===== src/rtl/ps2_mouse_decoder.sv =====
module ps2_mouse_decoder #(
  parameter int IDLE_CYCLES = 3000
) (
  input  logic       clk,
  input  logic       rst_n,
  input  logic       ps2_clk,
  input  logic       ps2_dat,
  output logic       evt_valid,
  output logic [8:0] dx,
  output logic [8:0] dy,
  output logic       btn_left,
  output logic       btn_right,
  output logic       btn_middle,
  output logic       ovf_x,
  output logic       ovf_y
);
  localparam int IW = $clog2(IDLE_CYCLES + 1);

  logic [2:0]    ck_s;
  logic [1:0]    dt_s;
  logic [3:0]    bit_cnt;
  logic [9:0]    shreg;
  logic [IW-1:0] idle;
  logic [1:0]    slot;
  logic [7:0]    hdr, xb;

  always_ff @(posedge clk) begin
    if (!rst_n) begin
      ck_s <= '1;
      dt_s <= '1;
    end else begin
      ck_s <= {ck_s[1:0], ps2_clk};
      dt_s <= {dt_s[0], ps2_dat};
    end
  end

  wire       fall      = ck_s[2] & ~ck_s[1];
  wire       frame_end = fall && (bit_cnt == 4'd10);
  wire [7:0] rx_byte   = shreg[8:1];
  wire       frame_ok  = !shreg[0] && dt_s[1] && (^shreg[9:1]);
  wire       byte_ok   = frame_end && frame_ok;
  wire       byte_err  = frame_end && !frame_ok;

  always_ff @(posedge clk) begin
    if (!rst_n) begin
      bit_cnt <= '0;
      shreg   <= '0;
      idle    <= '0;
    end else if (fall) begin
      bit_cnt <= (bit_cnt == 4'd10) ? 4'd0 : bit_cnt + 4'd1;
      shreg   <= {dt_s[1], shreg[9:1]};
      idle    <= '0;
    end else if (bit_cnt != 4'd0) begin
      if (idle == IW'(IDLE_CYCLES)) begin
        bit_cnt <= '0;
        idle    <= '0;
      end else begin
        idle <= idle + 1'b1;
      end
    end
  end

  always_ff @(posedge clk) begin
    if (!rst_n) begin
      slot       <= '0;
      hdr        <= '0;
      xb         <= '0;
      evt_valid  <= 1'b0;
      dx         <= '0;
      dy         <= '0;
      btn_left   <= 1'b0;
      btn_right  <= 1'b0;
      btn_middle <= 1'b0;
      ovf_x      <= 1'b0;
      ovf_y      <= 1'b0;
    end else begin
      evt_valid <= 1'b0;
      if (byte_err) begin
        slot <= '0;
      end else if (byte_ok) begin
        case (slot)
          2'd0: if (rx_byte[3]) begin
            hdr  <= rx_byte;
            slot <= 2'd1;
          end
          2'd1: begin
            xb   <= rx_byte;
            slot <= 2'd2;
          end
          default: begin
            dx         <= {hdr[4], xb};
            dy         <= {hdr[5], rx_byte};
            btn_left   <= hdr[0];
            btn_right  <= hdr[1];
            btn_middle <= hdr[2];
            ovf_x      <= hdr[6];
            ovf_y      <= hdr[7];
            evt_valid  <= 1'b1;
            slot       <= 2'd0;
          end
        endcase
      end
    end
  end

  AST_VALID_PULSE: assert property (@(posedge clk) disable iff (!rst_n)
    evt_valid |=> !evt_valid);
  AST_EVENT_HOLD: assert property (@(posedge clk) disable iff (!rst_n)
    !byte_ok |=> $stable(dx) && $stable(dy) && $stable(ovf_x) && $stable(ovf_y));
  AST_HDR_MARKER: assert property (@(posedge clk) disable iff (!rst_n)
    (slot != 2'd0) |-> hdr[3]);
  AST_ERR_ABORT: assert property (@(posedge clk) disable iff (!rst_n)
    byte_err |=> (slot == 2'd0) && !evt_valid);
  AST_IDLE_FLUSH: assert property (@(posedge clk) disable iff (!rst_n)
    (!fall && bit_cnt != 4'd0 && idle == IW'(IDLE_CYCLES)) |=> (bit_cnt == 4'd0));
  AST_FRAME_LEN: assert property (@(posedge clk) disable iff (!rst_n)
    bit_cnt <= 4'd10);
endmodule


===== config.mk =====
export PLATFORM = sky130hd
export DESIGN_NAME = ps2_mouse_decoder
export DESIGN_NICKNAME = d
export VERILOG_FILES = /design/src/rtl/ps2_mouse_decoder.sv
export SDC_FILE = /design/constraint.sdc
export NUM_CORES = 1
export LEC_CHECK = 0
export ABC_AREA = 0
export BUFFER_PORTS_ARGS = -buffer_cell sky130_fd_sc_hd__clkbuf_2
export CAP_MARGIN = 20
export CORE_MARGIN = 3
export CORE_UTILIZATION = 50
export DETAILED_ROUTE_END_ITERATION = 10
export GPL_ROUTABILITY_DRIVEN = 0
export GPL_TIMING_DRIVEN = 0
export PLACE_DENSITY = 0.77
export SETUP_SLACK_MARGIN = 0.5
export SLEW_MARGIN = 15
export SYNTH_ARGS = -nofsm -noshare
export SYNTH_HDL_FRONTEND = slang
export SYNTH_SLANG_ARGS = --single-unit

===== constraint.sdc =====
create_clock -name clk -period 2.3 [get_ports clk]
set_input_delay 0.69 -clock clk [delete_from_list [all_inputs] [get_ports clk]]
set_output_delay 0.69 -clock clk [all_outputs]
set_load 0.02 [all_outputs]

==> results of run 1 <==
[cell usage in the layout, fill, tap and decap left out, drive strengths merged, types with 2 or more instances in the layout]
cell type,n
inv,9
dfxtp,72
xor2,4
nand2,71
nor3b,2
or3,2
nand2b,8
o21ai,3
nand4,5
o22ai,2
ha,5
mux2i,40
a21oi,14
nand3,8
nor3,3
clkbuf,47
nor2,14
xnor2,10
nor2b,3
buf,21
clkinv,4
and2,2
[report_power, final]
part / internal (mW) / total [mW] / leakage (nW) / switching, mW
Clock: 0.533 / 1.01 / 0.102 / 0.475
Combinational: 0.0239 / 0.0720 / 0.887 / 0.0481
Sequential: 1.25 / 1.26 / 0.587 / 0.00573
[layout make-up]
type / instances / area (um2) / share of cell area, %
Clock buffer: 10 / 137.6 / 3.775
Tap cell: 72 / 90.09 / 2.471
Multi-Input combinational cell: 209 / 1411 / 38.71
Timing Repair Buffer: 42 / 310.3 / 8.511
Sequential cell: 72 / 1459 / 40.01
Inverter: 9 / 36.28 / 0.9952
Buffer: 16 / 132.6 / 3.638
Clock inverter: 6 / 68.82 / 1.887
[cell families after synthesis]
logic type / synth area share (%)
AOI/OAI and AO/OA: 4.779
and+or+nand+nor: 20.02
buffers and inverters: 3.831
adders and majority gates: 2.152
muxes: 13.78
DFF: 49.59
xor gates and xnor gates: 5.854
[worst max-delay path by stage]
stage / to / from / cells after the start / slack [ns]
global route: slot[0]$_SDFFE_PP0P_ / shreg[7]$_SDFFE_PN0N_ / 6 / 0.09
floorplan: slot[0]$_SDFFE_PP0P_ / shreg[3]$_SDFFE_PN0N_ / 6 / 0.27
detailed placement: slot[0]$_SDFFE_PP0P_ / shreg[4]$_SDFFE_PN0N_ / 6 / 0.11
global placement: idle[11]$_SDFFE_PP0P_ / bit_cnt[1]$_SDFFE_PN0P_ / 8 / 0.15
CTS: slot[0]$_SDFFE_PP0P_ / shreg[7]$_SDFFE_PN0N_ / 6 / 0.17
finish: slot[0]$_SDFFE_PP0P_ / shreg[7]$_SDFFE_PN0N_ / 6 / 0.16
[what timing repair did]
item / in CTS / in global routing
pin swaps: 5 / 3
setup buffers: 10 / 4
gates resized for setup: 23 / 8
endpoints found under the hold margin: 0 / 0
endpoints found under the setup margin: 54 / 55
cloned: 2 / 0
[worst max-delay path: stages, from the launching register on]
cell and delay (ns):
dfxtp_2 0.34, xor3_2 0.47, nor4_4 0.25, mux2i_2 0.11, or4b_1 0.49, buf_6 0.18, a221oi_4 0.21
[stage by stage]
| stage | hold WS, ns | std cells |
|---|---|---|
| 2_1_floorplan | 0.3863 | 306 |
| 3_3_place_gp | 0.3885 | 404 |
| 3_5_place_dp | 0.3933 | 404 |
| 4_1_cts | 0.4106 | 432 |
| 5_1_grt | 0.4211 | 436 |
| 6_report | 0.4096 | 436 |
[flip-flops by register name, indices dropped and copies added, names as in the netlist, 2 cells and up]
signal	count
shreg	10
xb	8
dy	9
ck_s	3
slot	2
dt_s	2
dx	9
hdr	7
idle	12
bit_cnt	4
[per-layer routing]
layer  vias to the layer above  wire length (um)  part of all wire [%]
met5                         -                 0                     0
met4                         0               133                   2.2
met3                        14               256                   4.3
met2                        45              2950                    50
met1                      1040              2608                    44
li1                       1129                 -                     -
==> flow_summary.json, run 1 <==
{
  "rsz0062_at_grt": "yes",
  "clk_pin_slew_worst_paths_ns": 0.07,
  "vias": 2228,
  "crit_type": "flip-flop to flip-flop",
  "syn-num-nets": 315,
  "ant_nets": 0,
  "grt_antenna_before_repair": 0,
  "hold_path_end": "dt_s[1]$_SDFF_PN1_",
  "io_buffers": 26,
  "r2r_end": "slot[0]$_SDFFE_PP0P_",
  "clockBufferDepth": 2,
  "grt_pass1_wl_um": 9811,
  "end_kind": "flip-flop",
  "cts-root-buf": "clkbuf_8",
  "vdd_drop_max_mv": 0.5623,
  "place_area_um2": 3166,
  "cp.required_ns": 2.56,
  "fin_worst_skew_ns": 0.008168,
  "setup_slack_ns": 0.1649,
  "grt_pass1_vias": 2162,
  "setup-violations-final": 0,
  "grt_max_degree": 14,
  "fp.coreArea_um2": 5574,
  "yosysUniqueCellTypes": 36,
  "async_flop_share_pct": 0,
  "p_leak_nw": 1.577,
  "gr-total-overflow": 0,
  "numClockSinks": 72,
  "cts_hold_buffers": 0,
  "grtUsageTotal_pct": 19.36,
  "synth_area_um2": 2907,
  "cts_tree": "done",
  "netlist_instances": 306,
  "hp-start": "dt_s[0]$_SDFF_PN1_",
  "clock.fmax_ghz": 0.4684,
  "setup_tns_ns": 0,
  "clk_latency_ns": 0.35,
  "synthFlopType": "dfxtp_1",
  "final_util_pct": 65.41,
  "dieWidth_um": 82.25,
  "drive_above_1_share_pct": 23.90,
  "htree_levels": 3,
  "synth_area_leaders": "dfxtp_1 (50%), mux2i_1 (14%), nand2_1 (9.2%), xnor2_1 (3.0%), a21oi_1 (2.4%)",
  "synth_area_leader_cell": "dfxtp_1",
  "finalHoldViolations": 0,
  "regToRegSetupSlack_ns": 0.16,
  "crit_arrival_ns": 2.40,
  "status": "finished, final reports clean",
  "synth_top_cell_area_share_pct": 49.59,
  "min_path_type": "flip-flop to flip-flop",
  "n_fill_cell": 450,
  "stdcell_area_um2": 3646,
  "total_power_mw": 2.338,
  "crit_fanout": 8,
  "ys_ff_latch": 72,
  "synth_most_common_cell": "dfxtp_1",
  "post_synth.cell_area_avg_um2": 9.498,
  "nNetsFinal": 368,
  "fin_crit_ns": 2.135,
  "cap_violations": 0,
  "slew_viol_final": 0,
  "wl_per_cell_um": 13.64,
  "n_antenna_cell": 0,
  "fin_crit_sh_pct": 92.83,
  "r2r-start": "shreg[7]$_SDFFE_PN0N_",
  "hold_path_depth": 1,
  "cts_inserted_buffers": 9,
  "synth_seq_area_share_pct": 49.59,
  "viasPerCell": 5.110,
  "tightest_slew_ns": 0.4677,
  "worstRegToRegCells": 6,
  "slew_headroom_pct": 68.82,
  "startpoint_type": "flip-flop",
  "totalWireLength_um": 5949,
  "grt_util_met3_pct": 6.833,
  "hpwlAfterDp_um": 3938,
  "grtUsageMet2_pct": 34.29,
  "route.detailed.drc": 0,
  "start_util_pct": 52.14,
  "die-area_um2": 6764,
  "synth_edf_count": 0,
  "die_h_um": 82.25,
  "power_density_nw_per_um2": 641.1,
  "drt-pass1-iter-count": 5,
  "areaGrowthSynthToFinish_pct": 25.44,
  "rows": 27,
  "drt_iter0_drc": 67,
  "ys_warn_count": 0,
  "grt_use_met1_pct": 20.84,
  "synth_common_cells": "dfxtp_1 (72), nand2_1 (71), mux2i_1 (40)",
  "grt-busiest-layer": "met2",
  "ios": 28,
  "pre_cts_slack_ns": 0.1131
}
Power figures use the tool's default switching activity.
==> inputs of run 2 (changes only) <==
Settings changed: MAX_ROUTING_LAYER from default to met4.
==> run 2 against run 1 <==
Against the previous run: sequential share of layout area stayed put; global-route usage is 0.48 points higher; largest power group unchanged; worst setup slack hardly changed; count of clock-buffer cells in the layout stayed put.
==> flow_summary.json, run 2 (synthesis gave the netlist of run 1 again) <==
{
  "status": "finished, final reports clean",
  "grtUsageTotal_pct": 19.84,
  "power_density_nw_per_um2": 643.1,
  "final_common_cell": "nand2_1",
  "min_path_type": "flip-flop to flip-flop",
  "clk_pin_slew_worst_paths_ns": 0.08,
  "end_kind": "flip-flop",
  "vias": 2241,
  "wl_per_cell_um": 13.64,
  "numClockSinks": 72,
  "areaGrowthSynthToFinish_pct": 25.44,
  "grt_antenna_before_repair": 0,
  "fin_crit_sh_pct": 92.83,
  "reg.largest.list": "idle (12), shreg (10)",
  "path_cells": "xor3_2, nor4_4, mux2i_2, or4b_1, buf_6, a221oi_4",
  "n_fill_cell": 450,
  "slew_viol_final": 0,
  "clk_latency_ns": 0.35,
  "finalHoldViolations": 0,
  "cap_violations": 0,
  "slew_headroom_pct": 69.02,
  "setup_tns_ns": 0,
  "cts-root-buf": "clkbuf_8",
  "totalWireLength_um": 5946,
  "die_h_um": 82.25,
  "setup-violations-final": 0,
  "fp.coreArea_um2": 5574,
  "p_leak_nw": 1.577,
  "final_util_pct": 65.41,
  "vdd_drop_max_mv": 0.5624,
  "cp.required_ns": 2.56,
  "fin_worst_skew_ns": 0.008134,
  "startpoint_type": "flip-flop",
  "rows": 27,
  "clockBufferDepth": 2,
  "fin_crit_ns": 2.135,
  "drive_above_1_share_pct": 23.90,
  "cts_inserted_buffers": 9,
  "fin_cells": 436,
  "slowest_delay_ns": 0.49,
  "n_antenna_cell": 0,
  "crit_type": "flip-flop to flip-flop",
  "crit_arrival_ns": 2.40,
  "grt_pass1_wl_um": 9811,
  "largest_reg_flops": 12,
  "dieWidth_um": 82.25,
  "drt_iter0_drc": 67,
  "grt_pass1_vias": 2164,
  "ant_nets": 0,
  "regMostFlops": "idle",
  "route.detailed.drc": 0,
  "ios": 28,
  "die-area_um2": 6764,
  "clock.fmax_ghz": 0.4684,
  "stdcell_area_um2": 3646,
  "dp.cells": 404,
  "final_cell_mix": "nand2_1 (71), dfxtp_1 (62), mux2i_1 (38)",
  "cts_tree": "done",
  "cpMaxStageDelayCell": "or4b_1",
  "drt-pass1-iter-count": 5,
  "start_util_pct": 52.14,
  "rsz0062_at_grt": "yes",
  "nNetsFinal": 368,
  "cts_hold_buffers": 0,
  "place_area_um2": 3166,
  "gr-total-overflow": 0,
  "crit_fanout": 8,
  "hpwlAfterDp_um": 3938,
  "viasPerCell": 5.140,
  "grt_max_degree": 14,
  "htree_levels": 3,
  "tightest_slew_ns": 0.4647,
  "io_buffers": 26
}
==> run 2: final timing paths <==
| kind | startpoint | end | slack, ns | depth (start not counted) |
|---|---|---|---|---|
| setup reg to reg | shreg[7]$_SDFFE_PN0N_ | slot[0]$_SDFFE_PP0P_ | 0.16 | 6 |
| setup / recovery | shreg[7]$_SDFFE_PN0N_ | slot[0]$_SDFFE_PP0P_ | 0.16 | 6 |
| hold reg to reg | dt_s[0]$_SDFF_PN1_ | dt_s[1]$_SDFF_PN1_ | 0.41 | 1 |
| hold / removal | dt_s[0]$_SDFF_PN1_ | dt_s[1]$_SDFF_PN1_ | 0.41 | 1 |
==> run 2: report_power, final <==
part / switching, mW / internal [mW] / total [mW]
combinational: 0.0481 / 0.0239 / 0.0720
sequential: 0.00574 / 1.25 / 1.26
clock: 0.483 / 0.533 / 1.02
==> run 2: through the flow <==
step                      total power, mW  hold WS [ns]  setup slack, ns
after global placement              1.350        0.3885           0.1498
after detailed placement            1.351        0.3933           0.1131
after global routing                2.427        0.4212          0.09209
after floorplan                     1.334        0.3863           0.2716
after CTS                           2.363        0.4106           0.1669
final                               2.345        0.4091           0.1648
==> run 2: cell type report <==
cell class | count | area (um2) | area share, %
clock inverter | 6 | 68.82 | 1.887
inverter | 9 | 36.28 | 0.9952
sequential | 72 | 1459 | 40.01
buffer | 16 | 132.6 | 3.638
clock buffer | 10 | 137.6 | 3.775
timing repair buffer | 42 | 310.3 | 8.511
tap | 72 | 90.09 | 2.471
multi-input combinational | 209 | 1411 | 38.71
==> run 2: per-layer routing <==
| metal | routed length, um | track usage, % | up-vias |
|---|---|---|---|
| li1 | - | - | 1127 |
| met5 | 0 | - | - |
| met4 | 161 | 7.807 | 0 |
| met2 | 2896 | 34.29 | 48 |
| met1 | 2614 | 20.84 | 1046 |
| met3 | 274 | 6.508 | 20 |
==> run 2: repair_timing <==
item,4_1_cts,5_1_grt
cloned,2,0
pin swaps,5,3
buffers inserted,10,4
gates resized for setup,23,8
setup endpoints to repair,54,55
==> run 2: critical path, delay by kind of cell (launching register included) <==
kind | cells | cell delay [ns]
buffers and inverters | 1 | 0.18
muxes | 1 | 0.11
DFF | 1 | 0.34
xor gates and xnor gates | 1 | 0.47
AOI/OAI and AO/OA | 1 | 0.21
and+or+nand+nor | 2 | 0.74
